File: config.mk
export PLATFORM = sky130hd
export DESIGN_NAME = wdog_timer
export DESIGN_NICKNAME = d
export VERILOG_FILES = /design/src/rtl/wdog_pkg.sv /design/src/rtl/wdog_prescale.sv /design/src/rtl/wdog_countdown.sv /design/src/rtl/wdog_regs.sv /design/src/rtl/wdog_timer.sv
export SDC_FILE = /design/constraint.sdc
export NUM_CORES = 1
export LEC_CHECK = 0
export BUFFER_PORTS_ARGS = -buffer_cell sky130_fd_sc_hd__buf_2
export CELL_PAD_IN_SITES_DETAIL_PLACEMENT = 0
export CELL_PAD_IN_SITES_GLOBAL_PLACEMENT = 1
export CORE_MARGIN = 5
export CORE_UTILIZATION = 43
export CTS_CLUSTER_DIAMETER = 200
export CTS_CLUSTER_SIZE = 14
export DETAILED_ROUTE_END_ITERATION = 12
export PLACE_DENSITY = 0.86
export SYNTH_ARGS = -nofsm -noshare
export SYNTH_HDL_FRONTEND = slang
export SYNTH_HIERARCHICAL = 1
export SYNTH_SLANG_ARGS = --single-unit
File: constraint.sdc
create_clock -name clk -period 8.9 [get_ports clk]
set_clock_uncertainty 0.15 [all_clocks]
set_input_delay 0.89 -clock clk [delete_from_list [all_inputs] [get_ports clk]]
set_output_delay 0.89 -clock clk [all_outputs]
set_load 0.02 [all_outputs]
File: src/rtl/wdog_pkg.sv
package wdog_pkg;

    localparam int CTL_RUN   = 0;
    localparam int CTL_FIRED = 1;
    localparam int CTL_ACT   = 2;
    localparam int CTL_DIS   = 3;
    localparam int CTL_TRIG  = 7;

    localparam int          SEC_W   = 16;
    localparam logic [15:0] TMO_MAX = 16'hFFFF;

    typedef enum logic {
        ACT_RESET = 1'b0,
        ACT_ALT   = 1'b1
    } act_e;

    typedef struct packed {
        logic run;
        act_e act;
        logic fired;
    } ctl_t;

    typedef enum logic [1:0] {
        SEL_CTL  = 2'd0,
        SEL_CNT  = 2'd1,
        SEL_NONE = 2'd2
    } sel_e;

    function automatic logic [SEC_W-1:0] clamp_tmo(input logic [SEC_W-1:0] v);
        return (v == '0) ? SEC_W'(1) : v;
    endfunction

    function automatic logic [31:0] pack_ctl(input ctl_t c, input logic dis);
        logic [31:0] w;
        w = '0;
        w[CTL_RUN]   = c.run;
        w[CTL_FIRED] = c.fired;
        w[CTL_ACT]   = c.act;
        w[CTL_DIS]   = dis;
        return w;
    endfunction

endpackage

File: src/rtl/wdog_prescale.sv
module wdog_prescale #(
    parameter int TICKS = 100_000_000
) (
    input  logic clk,
    input  logic rst,
    input  logic run_en,
    input  logic restart,
    output logic tick
);
    localparam int PW = (TICKS > 1) ? $clog2(TICKS) : 1;
    localparam logic [PW-1:0] LAST = PW'(TICKS - 1);

    logic [PW-1:0] phase_q;

    assign tick = run_en && (phase_q == LAST);

    always_ff @(posedge clk) begin
        if (rst || restart || !run_en || tick)
            phase_q <= '0;
        else
            phase_q <= phase_q + 1'b1;
    end

    // ticks are at least TICKS cycles apart
    p_tick_gap_r4: assert property (@(posedge clk) disable iff (rst)
        (tick && TICKS > 1) |=> !tick)
        else $error("tick repeated");

endmodule

File: src/rtl/wdog_countdown.sv
module wdog_countdown
    import wdog_pkg::*;
(
    input  logic             clk,
    input  logic             rst,
    input  logic             load,
    input  logic [SEC_W-1:0] tmo,
    input  logic             tick,
    input  act_e             act,
    output logic [SEC_W-1:0] cnt,
    output logic             expire,
    output logic             rst_req,
    output logic             alt_req
);
    logic [SEC_W-1:0] cnt_q;

    assign cnt    = cnt_q;
    assign expire = tick && (cnt_q == SEC_W'(1)) && !load && !rst;

    always_ff @(posedge clk) begin
        if (rst) begin
            cnt_q   <= '0;
            rst_req <= 1'b0;
            alt_req <= 1'b0;
        end else begin
            rst_req <= expire && (act == ACT_RESET);
            alt_req <= expire && (act == ACT_ALT);
            if (load)
                cnt_q <= tmo;
            else if (tick)
                cnt_q <= cnt_q - 1'b1;
        end
    end

    // without a load the count never grows
    p_no_rise_r7: assert property (@(posedge clk) disable iff (rst)
        !load |=> (cnt_q <= $past(cnt_q)))
        else $error("count rose without load");

    // a request lasts a single cycle
    p_one_cycle_r7: assert property (@(posedge clk) disable iff (rst)
        (rst_req || alt_req) |=> !(rst_req || alt_req))
        else $error("request longer than one cycle");

    // only one request line at a time
    p_exclusive_r7: assert property (@(posedge clk) disable iff (rst)
        $onehot0({rst_req, alt_req}))
        else $error("both request lines high");

endmodule

File: src/rtl/wdog_regs.sv
module wdog_regs
    import wdog_pkg::*;
#(
    parameter int ADDR_W = 3
) (
    input  logic              clk,
    input  logic              rst,
    input  logic              por,
    input  logic [ADDR_W-1:0] addr,
    input  logic              wr,
    input  logic [31:0]       wdata,
    input  logic              hw_dis,
    input  logic              expire,
    input  logic [SEC_W-1:0]  cnt,
    output ctl_t              ctl,
    output logic [SEC_W-1:0]  tmo,
    output logic              load,
    output logic [31:0]       rdata
);
    sel_e sel;
    logic wr_ctl, wr_cnt;
    logic run_q, fired_q;
    act_e act_q;
    logic [SEC_W-1:0] tmo_q;

    always_comb begin
        if (addr == ADDR_W'(0))
            sel = SEL_CTL;
        else if (addr == ADDR_W'(4))
            sel = SEL_CNT;
        else
            sel = SEL_NONE;
    end

    assign wr_ctl = wr && (sel == SEL_CTL);
    assign wr_cnt = wr && (sel == SEL_CNT);
    assign load   = wr_ctl && !rst && (wdata[CTL_TRIG] || (wdata[CTL_RUN] && !run_q));

    always_ff @(posedge clk) begin
        if (por || rst) begin
            run_q <= 1'b0;
            act_q <= ACT_RESET;
            tmo_q <= TMO_MAX;
        end else begin
            if (wr_ctl) begin
                run_q <= wdata[CTL_RUN];
                act_q <= act_e'(wdata[CTL_ACT]);
            end
            if (wr_cnt)
                tmo_q <= clamp_tmo(wdata[SEC_W-1:0]);
        end
    end

    always_ff @(posedge clk) begin
        if (por)
            fired_q <= 1'b0;
        else if (expire)
            fired_q <= 1'b1;
        else if (wr_ctl && !rst && wdata[CTL_FIRED])
            fired_q <= 1'b0;
    end

    assign ctl.run   = run_q;
    assign ctl.act   = act_q;
    assign ctl.fired = fired_q;
    assign tmo       = tmo_q;

    always_comb begin
        case (sel)
            SEL_CTL: rdata = pack_ctl(ctl, hw_dis);
            SEL_CNT: rdata = {{(32-SEC_W){1'b0}}, cnt};
            default: rdata = '0;
        endcase
    end

    // expiry sets the flag
    p_fired_set_r8: assert property (@(posedge clk) disable iff (por)
        expire |=> fired_q)
        else $error("fired not set");

    // write-one clears the flag when no expiry competes
    p_fired_clear_r8: assert property (@(posedge clk) disable iff (por)
        (wr_ctl && !rst && wdata[CTL_FIRED] && !expire) |=> !fired_q)
        else $error("fired not cleared");

    // system reset keeps the flag
    p_fired_keep_r2: assert property (@(posedge clk) disable iff (por)
        (rst && fired_q) |=> fired_q)
        else $error("fired lost on system reset");

endmodule

File: src/rtl/wdog_timer.sv
module wdog_timer
    import wdog_pkg::*;
#(
    parameter int TICKS_PER_SEC = 100_000_000,
    parameter int ADDR_W        = 3
) (
    input  logic              clk,
    input  logic              rst,
    input  logic              por,
    input  logic              hw_disable,
    input  logic [ADDR_W-1:0] bus_addr,
    input  logic              bus_wr,
    input  logic [31:0]       bus_wdata,
    output logic [31:0]       bus_rdata,
    output logic              sys_rst_req,
    output logic              alt_act
);
    logic             srst;
    ctl_t             ctl;
    logic [SEC_W-1:0] tmo;
    logic [SEC_W-1:0] cnt;
    logic             load, tick, expire, run_en;

    assign srst   = rst || por;
    assign run_en = ctl.run && !hw_disable && (cnt != '0);

    wdog_regs #(.ADDR_W(ADDR_W)) u_regs (
        .clk    (clk),
        .rst    (rst),
        .por    (por),
        .addr   (bus_addr),
        .wr     (bus_wr),
        .wdata  (bus_wdata),
        .hw_dis (hw_disable),
        .expire (expire),
        .cnt    (cnt),
        .ctl    (ctl),
        .tmo    (tmo),
        .load   (load),
        .rdata  (bus_rdata)
    );

    wdog_prescale #(.TICKS(TICKS_PER_SEC)) u_pre (
        .clk     (clk),
        .rst     (srst),
        .run_en  (run_en),
        .restart (load),
        .tick    (tick)
    );

    wdog_countdown u_cd (
        .clk     (clk),
        .rst     (srst),
        .load    (load),
        .tmo     (tmo),
        .tick    (tick),
        .act     (ctl.act),
        .cnt     (cnt),
        .expire  (expire),
        .rst_req (sys_rst_req),
        .alt_req (alt_act)
    );

    // the strap blocks any expiry request
    p_no_fire_off_r9: assert property (@(posedge clk) disable iff (srst)
        hw_disable |=> !(sys_rst_req || alt_act))
        else $error("request while disabled");

    // the strap freezes the count unless software loads it
    p_frozen_off_r9: assert property (@(posedge clk) disable iff (srst)
        (hw_disable && !load) |=> $stable(cnt))
        else $error("count moved while disabled");

endmodule

### Word-level counts from Yosys, hierarchy flattened

Index checks and enable logic that the tools add are counted.

* $add $sub $neg: 2
* equality and inequality tests: 4
* mux-type cells: 8
* bitwise logic cells: 1
* reduce and logical (&&, ||, !) cells: 31

Operators with widths (count)
* $mux W16: 3
* $pmux W16 S2: 1
* $add A27 B1 Y27 const B: 1
* $eq A27 B27 Y1 const B: 1
* $eq A16 B1 Y1 const B: 1
* $logic_not A16 Y1: 1
* $reduce_bool A16 Y1: 1
* $sub A16 B1 Y16 const B: 1
* $logic_and A1 B1 Y1: 14
* $logic_not A1 Y1: 6
* $logic_or A1 B1 Y1: 5
* $mux W2: 2
* $reduce_bool A2 Y1: 2
* $eq A3 B3 Y1 const B: 1
* $logic_not A3 Y1: 1
* $eq A2 B1 Y1 const B: 1
* $logic_not A2 Y1: 1
* $mux W1: 2
* $not A1 Y1: 1

* flip-flop bits (word level): 64
* bits of input ports: 40
* output and inout port bits: 34
* word-level logic and storage cells: 54

### Depth between registers and ports, before layout

* word-level depth: 11
* mapped depth: 13
* mapped depth without buffers: 11

### By module

Netlist, hierarchy kept.

By module, submodules not included
* wdog_prescale: instances 1, cells an instance 171, area each 1380.1 µm², sequential area each 540.5 µm²
* wdog_regs: instances 1, cells an instance 136, area each 1047.3 µm², sequential area each 380.4 µm²
* wdog_countdown: instances 1, cells an instance 118, area each 1009.7 µm², sequential area each 360.3 µm²
* wdog_timer: instances 1, cells an instance 7, area each 65.1 µm², sequential area each 0.0 µm²

### Least setup slack after synthesis

Ideal clock, no wire load.

* path type: input port to flip-flop
* from: input hw_disable
* to: register u_cd.cnt_q[13] (netlist: u_cd/cnt[13])
* setup time: 0.114 ns
* arrival: 3.189 ns
* data required time: 8.636 ns
* setup slack: 5.447 ns
* stages on the path: 11
* path buffers: 1
* path through: nand2b_1 > a41oi_1 > nand3b_1 > nor2_1 > or4b_4 > nor2_1 > buf_4 > nor4b_1 > and2_0 > a211oi_1 > a2111oi_0

* longest elaborated chain between the ends: 5

RTL lines
* from (decl): line wdog_timer.sv:10 `input logic hw_disable,`
* $logic_not A1 Y1: line wdog_timer.sv:25 `assign run_en = ctl.run && !hw_disable && (cnt != '0);`
* $logic_and A1 B1 Y1 (2 in a row): line wdog_timer.sv:25
* net run_en: line wdog_timer.sv:22 `logic load, tick, expire, run_en;`
* $logic_and A1 B1 Y1: line wdog_prescale.sv:15 `assign tick = run_en && (phase_q == LAST);`
* net tick: line wdog_timer.sv:22
* $reduce_bool A2 Y1 (no line)
* to (signal assigned): line wdog_countdown.sv:29 `cnt_q <= tmo;`
* to (signal assigned): line wdog_countdown.sv:31 `cnt_q <= cnt_q - 1'b1;`
* to (decl): line wdog_countdown.sv:15 `logic [SEC_W-1:0] cnt_q;`

The timed path passes the listed nets, and every way through them passes these cells.
A chain may end at the register's enable or synchronous reset.

### Worst setup path after layout

Same ends and word-level chain as after synthesis.

==> results.md <==
- The run finished with clean final reports.
- Summing all placed instances gives a cell area of 3670 sq um.
- The critical-path cell with the highest stage delay is sky130_fd_sc_hd__nor4b_1.
- For the worst setup path, the data required time is 8.97 ns.
- The number of search-and-repair iterations in the first detailed-routing pass is 5.
- Clock-pin slew was measured on the worst setup and hold paths at 0.07 ns.
- The DRC violations left is 0.
- The part of the power in combinational logic is under 10%.
- Once the clock tree was built, the resizer swapped 0 gates to a different size.
- The worst endpoint data arrival time is 4.07 ns.
- The path type of the worst min-delay path is flop to flop.
- The maximum number of pins on one net before global-route repair is 23.
- The number of H-tree levels is 3.
- The final routed wire length divided by cell count is 14.5 microns.
- The via count of the first global-routing pass came to 2799.
- Summing all non-filler instances in the final layout gives an area of 3910 sq um.
- In this design, the critical path's most frequently occurring cell is sky130_fd_sc_hd__nor2_1.
- The leakage dissipation is 1.43 nW.
- The net switching power figure is 0.000135 W.
- The final estimated routing congestion in global placement is 0.806.
- VDD sags by at most approximately 0.000082 V.
- The share of the core filled with cells in the final layout is about half.
- The hold violation total from the final report is 0.
- The synthesized cell area is 3490 sq um.
- The die covers 10000 sq um.
- The final count of negative-setup-slack endpoints is 0.
- The overall via count from detail_route is 3103.
- Counting every instance in the synthesized netlist gives 431.
- After floorplanning, the core was sized to cover 7810 sq um.
- Counting every sink on the clock net gives 64.
- The aggregate routed wire length is 8260 microns.
- Leaving out filler cells and counting taps, the final layout contains approximately 570.
- The initial utilization of the core area, before any placement, comes to 44.8%.
- The number of antenna violations at the first check in global routing came to 0.
- The ratio of final minimum period to clock period is 45.0%.
- The first global-routing pass estimated roughly 14000 microns of wire.
- Counting tap cells, the placed design contains a total of 554 instances.
- The height of the chip is 100 microns.
- The relative slew slack is ~34%.
- The critical setup path kind is primary input to flop.
- The clock passes through at most 2 buffers.
- Using the TritonRoute via totals, the vias-per-cell ratio works out to 5.45.
- The HPWL after detailed placement is 5970 microns.
- The internal power of the cells totals 0.000489 W.
- The later pin in the worst-skew pair is clocked with a latency of between 0.3 and 0.4 ns.
- The power density over cell area is 160 nW/um^2.
- The worst setup path is captured at a flop.
- In this run, CTS created clock tree buffers numbering 9.
- The portion of total power attributed to the clock network is 49.0%.
- The kind of launch point of the worst setup path is a primary input.
- The highest clock rate is ~250 MHz.
- The time the worst path needs with I/O delays and setup is 4.01 ns.
- Global routing finished with a remaining overflow of 0.
- The signal on the critical path passes through buf_2 > nand2b_1 > a41oi_1 > nand3b_1 > nor2_1 > or4b_4 > nor2_1 > nor4b_1 > and2_0 > a211oi_1 > a2111oi_0.
- The detail route stage leaves a number of antenna-violating nets equal to 0.
- The first routing iteration left 166 violations.
- Global routing used between 15 and 20% of the available tracks across all layers.
- The number of ports placed on the die boundary is 74.
- The number of hold-repair buffers added at the cts stage is 0.
- The number of setup buffers added after CTS is 0.
- The proportion of power drawn by flip-flops and latches is around 46%.
- The final count of pins violating max slew came to 0.
- The critical-path maximum fanout is 9.
- The number of warning messages in the yosys log is 6.
- After synthesis, the mean cell area works out to 8.11 sq um.
- The transition time at the pin with the least slew margin is 0.986 ns.
- The count of buffers from port buffering is 41.
- The setup TNS is 0 ns.
- The number of maximum-capacitance constraint violations is 0.
- The fraction of layout cells with a size suffix above 1 is 17.3%.
- On the worst path, the slowest cell contributes a delay of 0.57 ns.
- The antenna diode instance count is 0.
- The floorplan has 32 rows.
- Setup repair after global routing left no endpoint under its margin.
- Compared with the post-synthesis result, the final layout area differs by 12.0%.
- The die is 100 microns wide.
- Of the total power, the share spent switching nets is approximately 22%.
- The root cell of the clock tree is sky130_fd_sc_hd__clkbuf_8.
- The CTS tree is built.
- The total number of nets in the final design is 506.
final cells by class:
cell class,instances,area [sq um]
multi-input combinational,335,2000
sequential,64,1280
tap,102,128
inverter,10,37.5
timing repair buffer,43,220
fill,784,3890
clock inverter,5,105
clock buffer,10,138
critical path: cells and delay by family:
family	cells	cell delay (ns)
simple gates	7	2.29
buf+inv	1	0.10
compound gates	3	0.78
path summary, 6_finish.rpt:
| path | end | depth (start not counted) | startpoint | slack [ns] |
|---|---|---|---|---|
| hold / removal | u_pre/phase_q[0] | 1 | u_pre/phase_q[0] | 0.30 |
| hold reg to reg | u_pre/phase_q[0] | 1 | u_pre/phase_q[0] | 0.30 |
| setup reg to reg | u_cd/cnt[13] | 10 | u_cd/cnt[2] | 5.00 |
| setup / recovery | u_cd/cnt[13] | 11 | hw_disable | 4.89 |
flip-flops by register name, summed over array words and instances, names as in the netlist:
register        flops
u_cd/rst_req        1
u_pre/phase_q      27
u_cd/cnt           16
u_regs/act_q        1
u_regs/fired_q      1
u_cd/alt_req        1
u_regs/tmo         16
u_regs/run_q        1
metrics by stage:
stage                     hold WS [ns]  total power, W  setup WS [ns]
final                            0.300        0.000624           4.89
after global routing             0.326        0.000646           4.58
after CTS                        0.302        0.000629           4.97
after detailed placement         0.293        0.000325           4.63
after global placement           0.274        0.000324           4.69
after floorplan                  0.262        0.000320           5.45
layer usage:
layer  GRT usage [%]  wire [microns]  up-vias
li1                -               -     1565
met1            24.6            4100     1435
met2            24.2            3540       96
met3            3.13             531        7
met4            5.91              86        0
met5               0               0        -
power by group through the flow:
stage          sequential, W  clock, W  combinational [W]
6_report            0.000289  0.000306          0.0000291
5_1_grt             0.000289  0.000324          0.0000322
4_1_cts             0.000289  0.000311          0.0000290
3_5_place_dp        0.000296         0          0.0000289
3_3_place_gp        0.000296         0          0.0000283
2_1_floorplan       0.000296         0          0.0000245
layout by cell type, fill, tap and decap left out, types with 2 or more instances in the layout:
cell                          n
sky130_fd_sc_hd__o21ai_1      5
sky130_fd_sc_hd__a221oi_1     2
sky130_fd_sc_hd__and3_1       5
sky130_fd_sc_hd__nand3b_1     3
sky130_fd_sc_hd__clkbuf_8    10
sky130_fd_sc_hd__a41oi_1      2
sky130_fd_sc_hd__xor2_1       7
sky130_fd_sc_hd__a211oi_1     8
sky130_fd_sc_hd__buf_2       41
sky130_fd_sc_hd__and2_1      16
sky130_fd_sc_hd__buf_4        2
sky130_fd_sc_hd__dfxtp_1     64
sky130_fd_sc_hd__clkinvlp_4   2
sky130_fd_sc_hd__or4_1        6
sky130_fd_sc_hd__nor3_1      20
sky130_fd_sc_hd__mux2i_1      7
sky130_fd_sc_hd__nand4_1     12
sky130_fd_sc_hd__nand2b_1     3
sky130_fd_sc_hd__and4_1       3
sky130_fd_sc_hd__o21ai_2      2
sky130_fd_sc_hd__inv_1       10
sky130_fd_sc_hd__or4_4        4
sky130_fd_sc_hd__nand3_1     29
sky130_fd_sc_hd__or4b_1       2
sky130_fd_sc_hd__bufinv_16    3
sky130_fd_sc_hd__or2_2        2
sky130_fd_sc_hd__a31oi_1      2
sky130_fd_sc_hd__nor2_1      50
sky130_fd_sc_hd__ha_1         3
sky130_fd_sc_hd__a311oi_1     2
sky130_fd_sc_hd__nor4b_1      4
sky130_fd_sc_hd__conb_1      16
sky130_fd_sc_hd__nand2_1     52
sky130_fd_sc_hd__nor4_2       4
sky130_fd_sc_hd__a21oi_1     12
sky130_fd_sc_hd__o21ai_0      5
sky130_fd_sc_hd__nor4_1      11
sky130_fd_sc_hd__xnor2_1     16
(Power assumes the default switching activity.)
